## src/rtl/tod_pkg.sv

```systemverilog
package tod_pkg;

  typedef struct packed {
    logic [7:0] year;
    logic [4:0] month;
    logic [5:0] date;
    logic [2:0] dow;
    logic [5:0] hour;
    logic [6:0] min;
    logic [6:0] sec;
  } tod_time_t;

  typedef enum logic [2:0] {
    IDX_CTRL  = 3'd0,
    IDX_SEC   = 3'd1,
    IDX_MIN   = 3'd2,
    IDX_HOUR  = 3'd3,
    IDX_DOW   = 3'd4,
    IDX_DATE  = 3'd5,
    IDX_MONTH = 3'd6,
    IDX_YEAR  = 3'd7
  } tod_idx_e;

  localparam tod_time_t TOD_RESET_VAL = '{
    year: 8'h00, month: 5'h01, date: 6'h01, dow: 3'h1,
    hour: 6'h00, min: 7'h00, sec: 7'h00
  };

  // Two-digit packed BCD increment (no range wrap here).
  function automatic logic [7:0] bcd_inc(input logic [7:0] v);
    if (v[3:0] >= 4'd9) return {v[7:4] + 4'd1, 4'd0};
    else                return {v[7:4], v[3:0] + 4'd1};
  endfunction

  // Year (BCD) divisible by four.
  function automatic logic leap_year(input logic [7:0] y);
    return ((({4'b0, y[7:4]} * 8'd10 + {4'b0, y[3:0]}) & 8'h03) == 8'h00);
  endfunction

  // Last valid date (BCD) of a month (BCD).
  function automatic logic [5:0] month_last(input logic [4:0] mo, input logic leap);
    case (mo)
      5'h02:                      return leap ? 6'h29 : 6'h28;
      5'h04, 5'h06, 5'h09, 5'h11: return 6'h30;
      default:                    return 6'h31;
    endcase
  endfunction

endpackage

```

## src/rtl/tod_rst_sync.sv

```systemverilog
module tod_rst_sync (
  input  logic clk,
  input  logic rst_n,
  output logic rst_no
);
  logic [1:0] sync_q;

  always_ff @(posedge clk or negedge rst_n) begin
    if (!rst_n) sync_q <= 2'b00;
    else        sync_q <= {sync_q[0], 1'b1};
  end

  assign rst_no = sync_q[1];
endmodule

```

## src/rtl/tod_subsec.sv

```systemverilog
module tod_subsec #(
  parameter int unsigned SUBSEC_DIV = 4
) (
  input  logic clk,
  input  logic rst_ni,
  input  logic tick_i,
  input  logic hold_i,
  input  logic clear_i,
  output logic pulse_o
);
  generate
    if (SUBSEC_DIV <= 1) begin : g_direct
      assign pulse_o = tick_i && !hold_i && !clear_i;
    end else begin : g_count
      localparam int unsigned CNT_W = $clog2(SUBSEC_DIV);
      localparam logic [CNT_W-1:0] CNT_LAST = CNT_W'(SUBSEC_DIV - 1);

      logic [CNT_W-1:0] cnt_q, cnt_d;
      logic             cnt_en;

      assign cnt_en  = clear_i || (tick_i && !hold_i);
      assign pulse_o = tick_i && !hold_i && !clear_i && (cnt_q == CNT_LAST);

      always_comb begin
        cnt_d = cnt_q;
        if (clear_i)                cnt_d = '0;
        else if (cnt_q == CNT_LAST) cnt_d = '0;
        else                        cnt_d = cnt_q + 1'b1;
      end

      always_ff @(posedge clk or negedge rst_ni) begin
        if (!rst_ni)     cnt_q <= '0;
        else if (cnt_en) cnt_q <= cnt_d;
      end

      // a stopped clock keeps its sub-second phase
      a_r11_phase_frozen: assert property (@(posedge clk) disable iff (!rst_ni)
        (hold_i && !clear_i) |=> $stable(cnt_q));
      // commit restarts the second
      a_r8_phase_cleared: assert property (@(posedge clk) disable iff (!rst_ni)
        clear_i |=> (cnt_q == '0));
    end
  endgenerate
endmodule

```

## src/rtl/tod_calendar.sv

```systemverilog
module tod_calendar
  import tod_pkg::*;
(
  input  logic      clk,
  input  logic      rst_ni,
  input  logic      adv_i,
  input  logic      load_i,
  input  tod_time_t load_val_i,
  output tod_time_t now_o
);
  tod_time_t cur_q, nxt;
  logic      cur_en;
  logic      c_min, c_hour, c_day, c_mon, c_year;
  logic [5:0] last_date;

  assign cur_en    = load_i || adv_i;
  assign last_date = month_last(cur_q.month, leap_year(cur_q.year));

  always_comb begin
    nxt    = cur_q;
    c_min  = 1'b0;
    c_hour = 1'b0;
    c_day  = 1'b0;
    c_mon  = 1'b0;
    c_year = 1'b0;
    if (load_i) begin
      nxt = load_val_i;
    end else if (adv_i) begin
      if (cur_q.sec >= 7'h59) begin
        nxt.sec = '0;
        c_min   = 1'b1;
      end else begin
        nxt.sec = 7'(bcd_inc({1'b0, cur_q.sec}));
      end
      if (c_min) begin
        if (cur_q.min >= 7'h59) begin
          nxt.min = '0;
          c_hour  = 1'b1;
        end else begin
          nxt.min = 7'(bcd_inc({1'b0, cur_q.min}));
        end
      end
      if (c_hour) begin
        if (cur_q.hour >= 6'h23) begin
          nxt.hour = '0;
          c_day    = 1'b1;
        end else begin
          nxt.hour = 6'(bcd_inc({2'b0, cur_q.hour}));
        end
      end
      if (c_day) begin
        nxt.dow = (cur_q.dow >= 3'd7 || cur_q.dow == 3'd0) ? 3'd1 : cur_q.dow + 3'd1;
        if (cur_q.date >= last_date) begin
          nxt.date = 6'h01;
          c_mon    = 1'b1;
        end else begin
          nxt.date = 6'(bcd_inc({2'b0, cur_q.date}));
        end
      end
      if (c_mon) begin
        if (cur_q.month >= 5'h12) begin
          nxt.month = 5'h01;
          c_year    = 1'b1;
        end else begin
          nxt.month = 5'(bcd_inc({3'b0, cur_q.month}));
        end
      end
      if (c_year) begin
        nxt.year = (cur_q.year >= 8'h99) ? 8'h00 : bcd_inc(cur_q.year);
      end
    end
  end

  always_ff @(posedge clk or negedge rst_ni) begin
    if (!rst_ni)     cur_q <= TOD_RESET_VAL;
    else if (cur_en) cur_q <= nxt;
  end

  assign now_o = cur_q;

  // no second pulse, no change
  a_r3_hold_without_pulse: assert property (@(posedge clk) disable iff (!rst_ni)
    (!adv_i && !load_i) |=> $stable(cur_q));
  // seconds wrap and carry
  a_r4_sec_wrap: assert property (@(posedge clk) disable iff (!rst_ni)
    (adv_i && !load_i && cur_q.sec == 7'h59 && cur_q.min == 7'h10)
      |=> (cur_q.sec == 7'h00 && cur_q.min == 7'h11));
  // leap February reaches the 29th
  a_r5_leap_feb29: assert property (@(posedge clk) disable iff (!rst_ni)
    (adv_i && !load_i && cur_q.sec == 7'h59 && cur_q.min == 7'h59 &&
     cur_q.hour == 6'h23 && cur_q.month == 5'h02 && cur_q.date == 6'h28 &&
     leap_year(cur_q.year)) |=> (cur_q.date == 6'h29 && cur_q.month == 5'h02));
  // end of century
  a_r6_year_wrap: assert property (@(posedge clk) disable iff (!rst_ni)
    (adv_i && !load_i && cur_q.sec == 7'h59 && cur_q.min == 7'h59 &&
     cur_q.hour == 6'h23 && cur_q.month == 5'h12 && cur_q.date == 6'h31 &&
     cur_q.year == 8'h99) |=> (cur_q.year == 8'h00 && cur_q.month == 5'h01 &&
     cur_q.date == 6'h01));
  // load takes the presented value
  a_r8_load_value: assert property (@(posedge clk) disable iff (!rst_ni)
    load_i |=> (cur_q == $past(load_val_i)));
endmodule

```

## src/rtl/tod_bcd_clock.sv

```systemverilog
module tod_bcd_clock
  import tod_pkg::*;
#(
  parameter int unsigned        ADDR_W     = 11,
  parameter logic [ADDR_W-1:0]  BLOCK_BASE = 11'h7F8,
  parameter int unsigned        SUBSEC_DIV = 4
) (
  input  logic              clk,
  input  logic              rst_n,
  input  logic              tick_i,
  input  logic [ADDR_W-1:0] addr_i,
  input  logic              we_i,
  input  logic [7:0]        wdata_i,
  output logic [7:0]        rdata_o
);
  localparam int unsigned IDX_W = 3;
  localparam logic [ADDR_W-IDX_W-1:0] BASE_HI = BLOCK_BASE[ADDR_W-1:IDX_W];

  logic      rst_ni;
  logic      hit, wr, commit, sec_pulse;
  tod_idx_e  idx;
  tod_time_t live, hold_q, hold_d, snap_q, src;

  logic       wr_hold_q, wr_hold_d;
  logic       rd_frz_q, rd_frz_d;
  logic       sign_q, sign_d;
  logic [4:0] cal_q, cal_d;
  logic       stop_q, stop_d, kick_q, kick_d, ftest_q, ftest_d;
  logic [7:0] rd_val;

  tod_rst_sync u_rst_sync (
    .clk    (clk),
    .rst_n  (rst_n),
    .rst_no (rst_ni)
  );

  assign hit    = (addr_i[ADDR_W-1:IDX_W] == BASE_HI);
  assign idx    = tod_idx_e'(addr_i[IDX_W-1:0]);
  assign wr     = we_i && hit;
  assign commit = wr && (idx == IDX_CTRL) && !wdata_i[7] && wr_hold_q;

  tod_subsec #(.SUBSEC_DIV(SUBSEC_DIV)) u_subsec (
    .clk     (clk),
    .rst_ni  (rst_ni),
    .tick_i  (tick_i),
    .hold_i  (stop_q),
    .clear_i (commit),
    .pulse_o (sec_pulse)
  );

  tod_calendar u_calendar (
    .clk        (clk),
    .rst_ni     (rst_ni),
    .adv_i      (sec_pulse),
    .load_i     (commit),
    .load_val_i (hold_q),
    .now_o      (live)
  );

  // Control register and flag bits.
  always_comb begin
    wr_hold_d = wr_hold_q;
    rd_frz_d  = rd_frz_q;
    sign_d    = sign_q;
    cal_d     = cal_q;
    stop_d    = stop_q;
    kick_d    = kick_q;
    ftest_d   = ftest_q;
    if (wr) begin
      case (idx)
        IDX_CTRL: begin
          wr_hold_d = wdata_i[7];
          rd_frz_d  = wdata_i[6];
          sign_d    = wdata_i[5];
          cal_d     = wdata_i[4:0];
        end
        IDX_SEC:  stop_d  = wdata_i[7];
        IDX_HOUR: kick_d  = wdata_i[7];
        IDX_DOW:  ftest_d = wdata_i[6];
        default: ;
      endcase
    end
  end

  // Holding copy: tracks live while hold is clear, takes writes while set.
  always_comb begin
    hold_d = hold_q;
    if (!wr_hold_q) begin
      hold_d = live;
    end else if (wr) begin
      case (idx)
        IDX_SEC:   hold_d.sec   = wdata_i[6:0];
        IDX_MIN:   hold_d.min   = wdata_i[6:0];
        IDX_HOUR:  hold_d.hour  = wdata_i[5:0];
        IDX_DOW:   hold_d.dow   = wdata_i[2:0];
        IDX_DATE:  hold_d.date  = wdata_i[5:0];
        IDX_MONTH: hold_d.month = wdata_i[4:0];
        IDX_YEAR:  hold_d.year  = wdata_i;
        default: ;
      endcase
    end
  end

  always_ff @(posedge clk or negedge rst_ni) begin
    if (!rst_ni) begin
      wr_hold_q <= 1'b0;
      rd_frz_q  <= 1'b0;
      sign_q    <= 1'b0;
      cal_q     <= '0;
      stop_q    <= 1'b0;
      kick_q    <= 1'b0;
      ftest_q   <= 1'b0;
      hold_q    <= TOD_RESET_VAL;
    end else begin
      wr_hold_q <= wr_hold_d;
      rd_frz_q  <= rd_frz_d;
      sign_q    <= sign_d;
      cal_q     <= cal_d;
      stop_q    <= stop_d;
      kick_q    <= kick_d;
      ftest_q   <= ftest_d;
      hold_q    <= hold_d;
    end
  end

  // Readable copy: follows live one cycle behind unless frozen.
  always_ff @(posedge clk or negedge rst_ni) begin
    if (!rst_ni)        snap_q <= TOD_RESET_VAL;
    else if (!rd_frz_q) snap_q <= live;
  end

  assign src = wr_hold_q ? hold_q : snap_q;

  always_comb begin
    case (idx)
      IDX_CTRL:  rd_val = {wr_hold_q, rd_frz_q, sign_q, cal_q};
      IDX_SEC:   rd_val = {stop_q, src.sec};
      IDX_MIN:   rd_val = {1'b0, src.min};
      IDX_HOUR:  rd_val = {kick_q, 1'b0, src.hour};
      IDX_DOW:   rd_val = {1'b0, ftest_q, 3'b000, src.dow};
      IDX_DATE:  rd_val = {2'b00, src.date};
      IDX_MONTH: rd_val = {3'b000, src.month};
      IDX_YEAR:  rd_val = src.year;
      default:   rd_val = 8'h00;
    endcase
  end

  assign rdata_o = hit ? rd_val : 8'h00;

  // the commit lands the holding copy in the live count
  a_r8_commit_loads: assert property (@(posedge clk) disable iff (!rst_ni)
    commit |=> (live == $past(hold_q)));
  // a frozen copy does not move
  a_r9_snapshot_frozen: assert property (@(posedge clk) disable iff (!rst_ni)
    rd_frz_q |=> $stable(snap_q));
  // holding copy follows live while hold is clear
  a_r7_hold_tracks_live: assert property (@(posedge clk) disable iff (!rst_ni)
    !wr_hold_q |=> (hold_q == $past(live)));
  // writes outside the window change no control state
  a_r2_miss_no_effect: assert property (@(posedge clk) disable iff (!rst_ni)
    (we_i && !hit) |=> $stable({wr_hold_q, rd_frz_q, sign_q, cal_q, stop_q, kick_q, ftest_q, hold_q}));
endmodule

```

## config.mk

```make
export PLATFORM = sky130hd
export DESIGN_NAME = tod_bcd_clock
export DESIGN_NICKNAME = d
export VERILOG_FILES = /design/src/rtl/tod_pkg.sv /design/src/rtl/tod_rst_sync.sv /design/src/rtl/tod_subsec.sv /design/src/rtl/tod_calendar.sv /design/src/rtl/tod_bcd_clock.sv
export SDC_FILE = /design/constraint.sdc
export NUM_CORES = 1
export LEC_CHECK = 0
export ABC_CLOCK_PERIOD_IN_PS = 5000
export BUFFER_PORTS_ARGS = -buffer_cell sky130_fd_sc_hd__buf_4
export CAP_MARGIN = 5
export CORE_MARGIN = 2
export CORE_UTILIZATION = 45
export CTS_BUF_LIST = sky130_fd_sc_hd__clkbuf_4 sky130_fd_sc_hd__clkbuf_8
export CTS_CLUSTER_DIAMETER = 200
export CTS_CLUSTER_SIZE = 12
export DETAILED_ROUTE_END_ITERATION = 12
export SYNTH_ARGS = -nofsm -noshare
export SYNTH_HDL_FRONTEND = slang
export SYNTH_SLANG_ARGS = --single-unit
```

## constraint.sdc

```tcl
create_clock -name clk -period 5 [get_ports clk]
set_input_delay 0.25 -clock clk [delete_from_list [all_inputs] [get_ports clk]]
set_output_delay 0.25 -clock clk [all_outputs]
set_load 0.01 [all_outputs]
```

==> metrics.txt, run 1 <==
# TYPE chip_impl_metric gauge
chip_impl_info{name="status",value="finished clean"} 1
chip_impl_info{name="rr_startpoint",value="u_calendar.now_o[29]"} 1
chip_impl_metric{name="regToRegSetupSlack",unit="ps"} 1690
chip_impl_metric{name="critical_path.max_stage_delay",unit="ps"} 670
chip_impl_metric{name="timing.final.hold_violations",unit=""} 0
chip_impl_info{name="cp-start-kind",value="flip-flop"} 1
chip_impl_metric{name="start_util",unit=""} 0.4556
chip_impl_metric{name="worst-endpoint-arrival",unit="ps"} 3150
chip_impl_metric{name="worstMarginPinSlew",unit="ps"} 1185
chip_impl_metric{name="postRouteAntennaNets",unit=""} 0
chip_impl_metric{name="post-route-worst-setup-slack",unit="ps"} 1596
chip_impl_metric{name="area_delta_synth_final",unit="%"} 9.664
chip_impl_info{name="synth.area.top_cells",value="dfrtp_1 40%, mux2i_1 11%, ha_1 5.4%"} 1
chip_impl_metric{name="die_area",unit="µm²"} 19220
chip_impl_metric{name="core_area",unit="µm²"} 17900
chip_impl_metric{name="power.static_leakage",unit="nW"} 3.617
chip_impl_metric{name="synth_nets",unit=""} 900
chip_impl_metric{name="postCtsSetupBuffers",unit=""} 0
chip_impl_metric{name="pin_count",unit=""} 31
chip_impl_metric{name="grt_max_degree",unit=""} 140
chip_impl_metric{name="vias",unit=""} 6594
chip_impl_info{name="clk_root_buffer_cell",value="clkbuf_8"} 1
chip_impl_metric{name="yosys-mux-area-fraction",unit=""} 0.1494
chip_impl_metric{name="numClockSinks",unit=""} 141
chip_impl_metric{name="die-width",unit="µm"} 138.6
chip_impl_metric{name="drt-vias-per-instance",unit=""} 6.066
chip_impl_metric{name="synth_compound_gate_area_share",unit=""} 0.1511
chip_impl_metric{name="place_ws",unit="ps"} 1744
chip_impl_metric{name="post_cts_resized",unit=""} 0
chip_impl_metric{name="final_critical_delay_including_setup_and_external_delays",unit="ps"} 3404
chip_impl_info{name="worstHoldStart",value="wdata_i[6]"} 1
chip_impl_metric{name="final_min_period_over_clock_period",unit=""} 0.6808
chip_impl_info{name="yosys-top-cells-count",value="132 x dfrtp_1, 94 x nor2_1, 88 x mux2i_1"} 1
chip_impl_metric{name="total_power_after_layout",unit="W"} 0.002573
chip_impl_metric{name="fin_skew",unit="ps"} 10.25
chip_impl_metric{name="synth-xor-area-share",unit=""} 0.003221
chip_impl_metric{name="critPathRequiredTime",unit="ps"} 4750
chip_impl_metric{name="yosysUniqueCellTypes",unit=""} 69
chip_impl_metric{name="drt_wl_total",unit="µm"} 22780
chip_impl_metric{name="die_y",unit="µm"} 138.6
chip_impl_metric{name="report.final.slew_viol_count",unit=""} 0
chip_impl_metric{name="cellPowerDensity",unit="nW/µm²"} 287.7
chip_impl_metric{name="routed_wire_length_per_instance",unit="µm"} 20.96
chip_impl_metric{name="synth-seq-area-share",unit=""} 0.4340
chip_impl_info{name="crit_type",value="reg2out"} 1
chip_impl_metric{name="antenna-diode-count",unit=""} 0
chip_impl_metric{name="fin_setup_tns",unit="ps"} 0
chip_impl_metric{name="finalWeightedCongestion",unit=""} 0.8290
chip_impl_metric{name="fmax",unit="MHz"} 293.8
chip_impl_metric{name="first_global_vias",unit=""} 6448
chip_impl_metric{name="holdBufCountCts",unit=""} 1
chip_impl_info{name="grt_setup_unrepaired",value="no"} 1
chip_impl_metric{name="globalRouteTotalUtil",unit=""} 0.2417
chip_impl_metric{name="syn-instance-count",unit=""} 842
chip_impl_info{name="synth_top_family_by_area",value="simple AND/OR/NAND/NOR gates"} 1
chip_impl_metric{name="rows",unit=""} 49
chip_impl_info{name="synth_top_flop_cell",value="dfrtp_1"} 1
chip_impl_info{name="timing.critical_path.slowest_stage_cell",value="a2111oi_0"} 1
chip_impl_metric{name="detailed_place_hpwl",unit="µm"} 15330
chip_impl_metric{name="hold_ws",unit="ps"} 103.1
chip_impl_info{name="critical-path-top-delay-family",value="buffers and inverters"} 1
chip_impl_metric{name="maximum_fanout_along_the_worst_path",unit=""} 60
chip_impl_metric{name="clk_latency",unit="ps"} 450
chip_impl_metric{name="whs_path_depth",unit=""} 3
chip_impl_info{name="timing.hold.worst.class",value="in2reg"} 1
chip_impl_metric{name="ctsHtreeMaxLevel",unit=""} 4
chip_impl_info{name="holdPathEnd",value="ftest_q"} 1
chip_impl_metric{name="worst_case_vdd_ir_drop",unit="V"} 0.0002096
chip_impl_metric{name="violation_count_after_the_first_detailed_route_iteration",unit=""} 511
chip_impl_metric{name="finalNetCount",unit=""} 903
chip_impl_metric{name="tritoncts.num_buffers",unit=""} 17
chip_impl_metric{name="placement.io_buffers",unit=""} 30
chip_impl_metric{name="grt_first_pass_wirelength",unit="µm"} 36290
chip_impl_metric{name="synth.ff_latch_count",unit=""} 141
chip_impl_metric{name="synth-adder-area-share",unit=""} 0.05369
chip_impl_info{name="r2r_end",value="u_calendar.now_o[36]"} 1
chip_impl_info{name="cts_tree",value="done"} 1
chip_impl_metric{name="worst_r2r_path_depth",unit=""} 10
chip_impl_metric{name="postSynthAreaPerCell",unit="µm²"} 9.687
chip_impl_metric{name="clk_pin_slew_worst_paths",unit="ps"} 80
chip_impl_metric{name="setup_violations",unit=""} 0
chip_impl_info{name="worstPathCellList",value="buf_4, mux2i_1, o22ai_1, a2111oi_0, nor2_1, buf_4"} 1
chip_impl_metric{name="dr.pass1.iters",unit=""} 5
chip_impl_info{name="synthDominantAreaCellType",value="dfrtp_1"} 1
chip_impl_metric{name="ctsLongestPathBuffers",unit=""} 2
chip_impl_metric{name="post-synth-top-area-fraction",unit=""} 0.4050
chip_impl_metric{name="post_synth_edffs",unit=""} 0
chip_impl_metric{name="synth-warning-count",unit=""} 0
chip_impl_metric{name="post_synth_instance_area",unit="µm²"} 8157
chip_impl_metric{name="antenna_found_initial",unit=""} 0
chip_impl_metric{name="drcViolationCount",unit=""} 0
chip_impl_info{name="critPathCaptureType",value="output pin"} 1
chip_impl_info{name="synthMostInstantiatedCell",value="dfrtp_1"} 1
chip_impl_info{name="timing.critical_path.mode_cell",value="buf_4"} 1
chip_impl_metric{name="worst_slew_margin_rel",unit=""} 0.2103
chip_impl_metric{name="postSynth.asyncResetShare",unit=""} 1.000
chip_impl_metric{name="fraction_of_layout_cells_with_a_size_suffix_above_1",unit=""} 0.1503
chip_impl_metric{name="combined_buffer_and_inverter_count_along_the_critical_path",unit=""} 2
chip_impl_metric{name="globalRouteOverflowTotal",unit=""} 0
chip_impl_metric{name="max_cap_viol_count",unit=""} 0
chip_impl_metric{name="synth-simple-area-share",unit=""} 0.1651
-- logic make-up (layout without fill, tap and decap cells) --
group                      count (synthesis)  after routing
other                                      1              1
muxes                                    118            118
xor gates and xnor gates                   3              3
DFF                                      141            141
adders and majority gates                 35             35
buffers and inverters                     82             98
and+or+nand+nor                          263            263
AOI/OAI and AO/OA                        199            199
-- worst max-delay path by stage --
| stage | from | endpoint | slack, ps | cells past startpoint |
|---|---|---|---|---|
| 6_report | wr_hold_q | rdata_o[5] | 1600 | 6 |
| 2_1_floorplan | u_rst_sync.sync_q[1] | cal_q[0] | 800 | 0 |
| 3_3_place_gp | u_calendar.now_o[29] | u_calendar.now_o[36] | 1880 | 10 |
| 5_1_grt | wr_hold_q | rdata_o[5] | 1450 | 6 |
| 4_1_cts | wr_hold_q | rdata_o[5] | 1550 | 6 |
| 3_5_place_dp | u_calendar.now_o[29] | u_calendar.now_o[36] | 1740 | 10 |
-- tightest hold or removal path: stages --
cell and delay, ps:
buf_4 150, nand2_1 60, o21ai_0 60
-- sequential cells by signal, indices dropped and copies added, names as in the netlist, 2 cells and up --
name / count
u_calendar.now_o: 42
hold_q: 42
snap_q: 42
cal_q: 5
u_subsec.g_count.cnt_q: 2
u_rst_sync.sync_q: 2
-- cell usage in the layout (no fill, tap or decap), types with 6 or more instances in the layout --
master,n
a21oi_1,57
a31oi_1,23
buf_4,36
clkbuf_8,19
dfrtp_1,129
dfstp_2,9
ha_1,35
inv_1,28
mux2_2,30
mux2i_1,88
nand2_1,57
nand2b_1,6
nand3_1,18
nand3b_1,6
nand4b_1,8
nor2_1,94
nor3_1,14
nor4_1,11
o211ai_1,6
o21ai_0,51
o22ai_1,16
o31ai_1,9
or4_1,6
-- area by class of cell --
| cell class | count | area (µm²) |
|---|---|---|
| clock inverters | 12 | 167.7 |
| inverters | 28 | 105.1 |
| clock buffers | 20 | 269.0 |
| repair buffers | 38 | 300.3 |
| well taps | 229 | 286.5 |
| flip-flops and latches | 141 | 3548 |
| fillers | 1657 | 8957 |
| multi-input cells | 619 | 4268 |
-- where the power goes --
group,internal [W],switching [W],total [W]
combinational,0.000109,0.000159,0.000268
clock,0.000571,0.000452,0.00102
sequential,0.00121,0.0000732,0.00128
-- metrics by stage --
step | std cells | instance area [µm²] | util
2_1_floorplan | 842 | 8157 | -
5_1_grt | 1087 | 8945 | 0.4997
6_report | 1087 | 8945 | 0.4997
4_1_cts | 1087 | 8945 | 0.4997
3_5_place_dp | 1054 | 8498 | 0.4747
3_3_place_gp | 1054 | 8498 | 0.4747
-- metal layers --
metal,up-vias,global-route usage,routed length (µm)
li1,3064,-,-
met1,3292,0.3347,10320
met2,206,0.3854,10690
met3,32,0.05110,1269
met4,0,0.07177,501
met5,-,0,0
No activity file was read; power rests on OpenSTA's default activity.
==> run 2, diff against run 1 <==
- ABC_CLOCK_PERIOD_IN_PS: 5000 -> 3300
- clock period: 5 -> 3.3 ns (I/O delays scaled with it)
==> run 2 against run 1 <==
- via count rose by 0.88%
- die area did not move
- total power rose by 47%
- clock power rose by 39%
- combinational power rose by 50%
- utilization rose by 0.57 points
- sequential share of layout area fell by 0.45 points
- count of clock-buffer cells in the layout fell by 3
- non-clock buffer count rose by 12
- sequential power rose by 53%
- critical path type unchanged
- critical endpoint is now rdata_o[4]
- largest power group unchanged
==> metrics.txt, run 2 (same netlist as run 1, synthesis figures left out) <==
# TYPE chip_impl_metric gauge
chip_impl_metric{name="clk_latency",unit="ps"} 470
chip_impl_metric{name="start_util",unit=""} 0.4556
chip_impl_metric{name="area_delta_synth_final",unit="%"} 10.92
chip_impl_info{name="cts_tree",value="done"} 1
chip_impl_metric{name="critPathRequiredTime",unit="ps"} 3130
chip_impl_info{name="grt_setup_unrepaired",value="no"} 1
chip_impl_metric{name="drt-vias-per-instance",unit=""} 6.047
chip_impl_metric{name="fin_setup_tns",unit="ps"} 0
chip_impl_metric{name="ctsLongestPathBuffers",unit=""} 2
chip_impl_metric{name="area_post_placement",unit="µm²"} 8603
chip_impl_info{name="cp-start-kind",value="flip-flop"} 1
chip_impl_metric{name="hold_ws",unit="ps"} 61.29
chip_impl_metric{name="postRouteAntennaNets",unit=""} 0
chip_impl_info{name="status",value="finished clean"} 1
chip_impl_metric{name="setup_violations",unit=""} 0
chip_impl_metric{name="fmax",unit="MHz"} 329.0
chip_impl_metric{name="vias",unit=""} 6652
chip_impl_metric{name="routed_wire_length_per_instance",unit="µm"} 21.12
chip_impl_info{name="worstPathCellList",value="buf_12, mux2i_1, o22ai_1, nor4_1, nor2_1, buf_4"} 1
chip_impl_metric{name="violation_count_after_the_first_detailed_route_iteration",unit=""} 501
chip_impl_metric{name="ctsHtreeMaxLevel",unit=""} 4
chip_impl_info{name="critPathCaptureType",value="output pin"} 1
chip_impl_metric{name="worst-endpoint-arrival",unit="ps"} 2870
chip_impl_metric{name="final_min_period_over_clock_period",unit=""} 0.9212
chip_impl_metric{name="combined_buffer_and_inverter_count_along_the_critical_path",unit=""} 2
chip_impl_metric{name="regToRegSetupSlack",unit="ps"} 350
chip_impl_info{name="clk_root_buffer_cell",value="clkbuf_8"} 1
chip_impl_metric{name="globalRouteOverflowTotal",unit=""} 0
chip_impl_metric{name="drt_wl_total",unit="µm"} 23230
chip_impl_metric{name="stdcell_area",unit="µm²"} 9047
chip_impl_metric{name="fin_util",unit=""} 0.5054
chip_impl_metric{name="critical_path.max_stage_delay",unit="ps"} 810
chip_impl_metric{name="power.static_leakage",unit="nW"} 3.655
chip_impl_info{name="critical-path-top-delay-family",value="flip-flops"} 1
chip_impl_info{name="layout_commonest_cell",value="dfrtp_1"} 1
chip_impl_metric{name="worst_case_vdd_ir_drop",unit="V"} 0.0002681
chip_impl_metric{name="fin_skew",unit="ps"} 14.21
chip_impl_info{name="timing.critical_path.slowest_stage_cell",value="dfrtp_4"} 1
chip_impl_metric{name="die_area",unit="µm²"} 19220
chip_impl_metric{name="drcViolationCount",unit=""} 0
chip_impl_metric{name="clk_pin_slew_worst_paths",unit="ps"} 90
chip_impl_metric{name="final_critical_delay_including_setup_and_external_delays",unit="ps"} 3040
chip_impl_metric{name="finalNetCount",unit=""} 915
chip_impl_metric{name="die_y",unit="µm"} 138.6
chip_impl_metric{name="antenna_found_initial",unit=""} 1
chip_impl_metric{name="maximum_fanout_along_the_worst_path",unit=""} 36
chip_impl_metric{name="core_area",unit="µm²"} 17900
chip_impl_metric{name="numClockSinks",unit=""} 141
chip_impl_info{name="timing.hold.worst.class",value="in2reg"} 1
chip_impl_metric{name="rows",unit=""} 49
chip_impl_metric{name="grt_first_pass_wirelength",unit="µm"} 36400
chip_impl_metric{name="dr.pass1.iters",unit=""} 5
chip_impl_metric{name="detailed_place_hpwl",unit="µm"} 16090
chip_impl_metric{name="max_cap_viol_count",unit=""} 0
chip_impl_metric{name="worst_slew_margin_rel",unit=""} 0.4276
chip_impl_info{name="layout_common_cells",value="129 x dfrtp_1, 94 x nor2_1, 88 x mux2i_1, 57 x a21oi_1, 57 x nand2_1"} 1
chip_impl_metric{name="cellPowerDensity",unit="nW/µm²"} 418.3
chip_impl_metric{name="fraction_of_layout_cells_with_a_size_suffix_above_1",unit=""} 0.1598
chip_impl_info{name="crit_type",value="reg2out"} 1
chip_impl_metric{name="worstMarginPinSlew",unit="ps"} 853.9
chip_impl_metric{name="grt_max_degree",unit=""} 101
chip_impl_metric{name="finalWeightedCongestion",unit=""} 0.8966
chip_impl_metric{name="pin_count",unit=""} 31
chip_impl_metric{name="tritoncts.num_buffers",unit=""} 17
chip_impl_metric{name="placement.io_buffers",unit=""} 30
chip_impl_metric{name="report.final.slew_viol_count",unit=""} 0
chip_impl_metric{name="globalRouteTotalUtil",unit=""} 0.2441
chip_impl_metric{name="die-width",unit="µm"} 138.6
chip_impl_metric{name="timing.final.hold_violations",unit=""} 0
chip_impl_metric{name="first_global_vias",unit=""} 6432
[run 2: cell count changes in the layout (fill, tap and decap cells not counted), sizes merged, moves of 2 or more]
cell	previous run	this run
dlygate4sd3	1	4
inv	28	31
clkbuf	20	17
bufinv	4	2
buf	37	46
[run 2: worst paths after layout]
path	from	endpoint	cells past startpoint
worst max-delay path	wr_hold_q	rdata_o[4]	6
max in group asynchronous	u_rst_sync.sync_q[1]	wr_hold_q	1
min in group asynchronous	u_rst_sync.sync_q[1]	snap_q[14]	0
worst min register to register	u_rst_sync.sync_q[1]	snap_q[14]	0
worst max register to register	u_calendar.now_o[29]	u_calendar.now_o[27]	11
worst min-delay path	wdata_i[5]	sign_q	2
[run 2: routing by layer]
layer	global-route usage	part of all wire	up-vias
li1	-	-	3104
met1	0.3228	0.45	3285
met2	0.3814	0.46	211
met3	0.05801	0.055	52
met4	0.1143	0.035	0
met5	0	0	-
[run 2: worst reg2reg max path: cells and delay by family (launching register included)]
family / cells / cell delay [ps]
AOI/OAI and AO/OA: 4 / 600
adders and majority gates: 2 / 540
buffers and inverters: 2 / 300
DFF: 1 / 590
and+or+nand+nor: 3 / 840
[run 2: area by class of cell]
cell class	instances	area (µm²)
timing repair buffer	50	435.4
clock inverter	15	165.2
clock buffer	17	234.0
multi-input combinational	619	4270
tap	229	286.5
sequential	141	3548
inverter	28	105.1
antenna	1	2.502
fill	1671	8855
[run 2: stage by stage]
| step | instances | setup slack [ps] | total power [W] |
|---|---|---|---|
| 2_1_floorplan | 842 | 463.6 | 0.002231 |
| 3_3_place_gp | 1063 | 434.6 | 0.002363 |
| 3_5_place_dp | 1063 | 311.0 | 0.002386 |
| 4_1_cts | 1099 | 251.6 | 0.003814 |
| 5_1_grt | 1099 | 97.24 | 0.003959 |
| 6_report | 1100 | 260.0 | 0.003785 |
[run 2: repair_timing]
item	4_1_cts	5_1_grt
setup endpoints to repair	0	2
hold buffers	4	0
buffers inserted	0	0
hold endpoints to repair	5	0
resized for setup	0	1
[run 2: where the power goes]
part | internal [W] | switching, W | total, W
logic | 0.000168 | 0.000234 | 0.000402
clock network | 0.000680 | 0.000741 | 0.00142
registers | 0.00183 | 0.000129 | 0.00196
total | 0.00268 | 0.00110 | 0.00378
==> run 3, diff against run 2 <==
- REMOVE_ABC_BUFFERS: unset -> 1
==> run 3 against run 2 <==
- die area unchanged
- clock skew is 1.5 ps higher
- final cell count shrank 0.18%
- clock power increased by 5%
- via count stayed put
- first-iteration DRC count grew 27%
- worst setup slack better by 27 ps
- fmax increased by 0.89%
- critical path type is now reg2reg
- largest power group unchanged
- final area up 0.26%
- largest cell class unchanged
- sequential power is essentially flat
- global-route usage barely moved
==> metrics.txt, run 3 (same netlist as run 1, synthesis figures left out) <==
# TYPE chip_impl_metric gauge
chip_impl_metric{name="hold_ws",unit="ps"} 26.57
chip_impl_metric{name="ctsHtreeMaxLevel",unit=""} 4
chip_impl_info{name="cp-start-kind",value="flip-flop"} 1
chip_impl_metric{name="place_ws",unit="ps"} 231.0
chip_impl_metric{name="critPathRequiredTime",unit="ps"} 3670
chip_impl_metric{name="finalNetCount",unit=""} 914
chip_impl_metric{name="globalRouteMet3Util",unit=""} 0.05387
chip_impl_metric{name="fraction_of_layout_cells_with_a_size_suffix_above_1",unit=""} 0.1600
chip_impl_metric{name="detailed_place_hpwl",unit="µm"} 15760
chip_impl_metric{name="core_area",unit="µm²"} 17900
chip_impl_metric{name="use_met2",unit=""} 0.3700
chip_impl_metric{name="violation_count_after_the_first_detailed_route_iteration",unit=""} 634
chip_impl_metric{name="vias",unit=""} 6652
chip_impl_metric{name="globalRouteOverflowTotal",unit=""} 0
chip_impl_info{name="critPathCaptureType",value="flip-flop"} 1
chip_impl_info{name="timing.hold.worst.class",value="in2async"} 1
chip_impl_metric{name="max_cap_viol_count",unit=""} 0
chip_impl_metric{name="dr.pass1.iters",unit=""} 5
chip_impl_metric{name="setup_violations",unit=""} 0
chip_impl_metric{name="finalWeightedCongestion",unit=""} 0.8668
chip_impl_metric{name="drt-vias-per-instance",unit=""} 6.058
chip_impl_metric{name="worst_slew_margin_rel",unit=""} 0.4861
chip_impl_metric{name="routed_wire_length_per_instance",unit="µm"} 20.92
chip_impl_info{name="layout_common_cells",value="129 x dfrtp_1, 94 x nor2_1, 88 x mux2i_1, 57 x a21oi_1, 57 x nand2_1"} 1
chip_impl_metric{name="postRouteAntennaNets",unit=""} 0
chip_impl_metric{name="start_util",unit=""} 0.4556
chip_impl_metric{name="clk_pin_slew_worst_paths",unit="ps"} 80
chip_impl_metric{name="layout.cells.non_filler",unit=""} 1098
chip_impl_info{name="clk_root_buffer_cell",value="clkbuf_8"} 1
chip_impl_metric{name="antenna_found_initial",unit=""} 0
chip_impl_metric{name="first_global_vias",unit=""} 6418
chip_impl_metric{name="fin_util",unit=""} 0.5067
chip_impl_info{name="global_route.peak_usage_layer",value="met2"} 1
chip_impl_metric{name="report.final.slew_viol_count",unit=""} 0
chip_impl_metric{name="total_power_after_layout",unit="W"} 0.003838
chip_impl_metric{name="die-width",unit="µm"} 138.6
chip_impl_metric{name="worst_r2r_path_depth",unit=""} 11
chip_impl_metric{name="worst-endpoint-arrival",unit="ps"} 3390
chip_impl_metric{name="grt_max_degree",unit=""} 63
chip_impl_info{name="crit_type",value="reg2reg"} 1
chip_impl_metric{name="placed_cells",unit=""} 1063
chip_impl_metric{name="clk_latency",unit="ps"} 460
chip_impl_metric{name="globalRouteTotalUtil",unit=""} 0.2438
chip_impl_metric{name="antenna-diode-count",unit=""} 0
chip_impl_metric{name="regToRegSetupSlack",unit="ps"} 290
chip_impl_metric{name="numClockSinks",unit=""} 141
chip_impl_metric{name="critical_path.max_stage_delay",unit="ps"} 580
chip_impl_metric{name="placement.io_buffers",unit=""} 30
chip_impl_metric{name="worst_case_vdd_ir_drop",unit="V"} 0.0002831
chip_impl_metric{name="final_min_period_over_clock_period",unit=""} 0.9131
chip_impl_info{name="rr_startpoint",value="u_calendar.now_o[29]"} 1
chip_impl_metric{name="area_delta_synth_final",unit="%"} 11.21
chip_impl_metric{name="grt_first_pass_wirelength",unit="µm"} 36580
chip_impl_info{name="layout_commonest_cell",value="dfrtp_1"} 1
chip_impl_metric{name="ctsLongestPathBuffers",unit=""} 2
chip_impl_metric{name="maximum_fanout_along_the_worst_path",unit=""} 9
chip_impl_info{name="timing.critical_path.mode_cell",value="ha_1"} 1
chip_impl_metric{name="post-route-worst-setup-slack",unit="ps"} 286.8
chip_impl_metric{name="rows",unit=""} 49
chip_impl_info{name="timing.critical_path.slowest_stage_cell",value="dfstp_2"} 1
chip_impl_info{name="worstPathCellList",value="inv_1, ha_1, nand4b_1, o32ai_1, ha_1, nor4b_1, o22ai_2, buf_4, nand4_4, or4_1, a31oi_1"} 1
chip_impl_metric{name="fin_skew",unit="ps"} 15.68
chip_impl_metric{name="fmax",unit="MHz"} 331.9
chip_impl_info{name="status",value="finished clean"} 1
chip_impl_metric{name="pin_count",unit=""} 31
chip_impl_metric{name="die_area",unit="µm²"} 19220
chip_impl_metric{name="drt_wl_total",unit="µm"} 22970
chip_impl_info{name="critPathCapture",value="u_calendar.now_o[32]"} 1
chip_impl_metric{name="tritoncts.num_buffers",unit=""} 17
chip_impl_metric{name="final_critical_delay_including_setup_and_external_delays",unit="ps"} 3013
chip_impl_metric{name="timing.final.hold_violations",unit=""} 0
chip_impl_info{name="cts_tree",value="done"} 1
chip_impl_metric{name="die_y",unit="µm"} 138.6
chip_impl_info{name="crit_path_start",value="u_calendar.now_o[29]"} 1
chip_impl_metric{name="postCtsSetupBuffers",unit=""} 0
chip_impl_metric{name="drcViolationCount",unit=""} 0
chip_impl_metric{name="worstMarginPinSlew",unit="ps"} 768.0
chip_impl_metric{name="power.static_leakage",unit="nW"} 3.689
chip_impl_metric{name="use_met1",unit=""} 0.3541
chip_impl_info{name="r2r_end",value="u_calendar.now_o[32]"} 1
chip_impl_metric{name="fill_cells",unit=""} 1684
chip_impl_metric{name="cellPowerDensity",unit="nW/µm²"} 423.1
chip_impl_info{name="grt_setup_unrepaired",value="no"} 1
## run 3: cell count changes in the layout (fill, tap and decap cells not counted)
cell	delta
buf_12	+1
buf_4	-1
bufinv_16	+1
clkbuf_4	+1
clkbuf_8	+3
clkinv_2	+4
clkinv_4	-3
clkinvlp_4	-3
diode_2	-1
dlygate4sd3_1	-1
inv_6	-3
## run 3: routing by layer
metal  up-vias  part of all wire
met2       207              0.45
met1      3312              0.46
met4         0             0.020
met3        33             0.061
li1       3100                 -
met5         -                 0
## run 3: final cells by class
cell class                      instances  area [µm²]  share of cell area
Sequential cell                       141        3548              0.3912
Inverter                               28       105.1             0.01159
Clock inverter                         11       140.1             0.01545
Timing Repair Buffer                   49       437.9             0.04828
Multi-Input combinational cell        619        4270              0.4708
Clock buffer                           21       282.8             0.03117
Tap cell                              229       286.5             0.03159
## run 3: where the power goes
| part | switching (W) | total (W) | internal (W) |
|---|---|---|---|
| combinational | 0.000219 | 0.000387 | 0.000168 |
| clock | 0.000679 | 0.00149 | 0.000812 |
| sequential | 0.000128 | 0.00196 | 0.00183 |
| total | 0.00103 | 0.00384 | 0.00281 |
## run 3: how the worst min path moves through the flow
stage / slack (ps) / end / cells past startpoint / startpoint
2_1_floorplan: -130 / u_rst_sync.sync_q[0] / 0 / rst_n
3_3_place_gp: -50 / u_rst_sync.sync_q[0] / 1 / rst_n
3_5_place_dp: -50 / u_rst_sync.sync_q[0] / 1 / rst_n
4_1_cts: 6 / u_rst_sync.sync_q[1] / 2 / rst_n
5_1_grt: 9 / u_rst_sync.sync_q[1] / 2 / rst_n
6_report: 30 / u_rst_sync.sync_q[1] / 2 / rst_n
## run 3: timing repair
action                     4_1_cts  5_1_grt
setup endpoints to repair        0        3
hold endpoints to repair         6        0
hold buffers                     3        0
gates resized for setup          0        1
## run 3: critical path: cells and delay by family (launching register included)
| kind | cells | cell delay [ps] |
|---|---|---|
| compound gates | 3 | 640 |
| fa+ha+maj | 2 | 540 |
| buf+inv | 2 | 320 |
| simple gates | 4 | 860 |
| flops | 1 | 580 |
## run 3: metrics by stage
stage          TNS [ps]  area [µm²]
6_report              0        9071
2_1_floorplan   -176320        7910
3_5_place_dp          0        8616
3_3_place_gp          0        8616
5_1_grt               0        9071
4_1_cts               0        9069
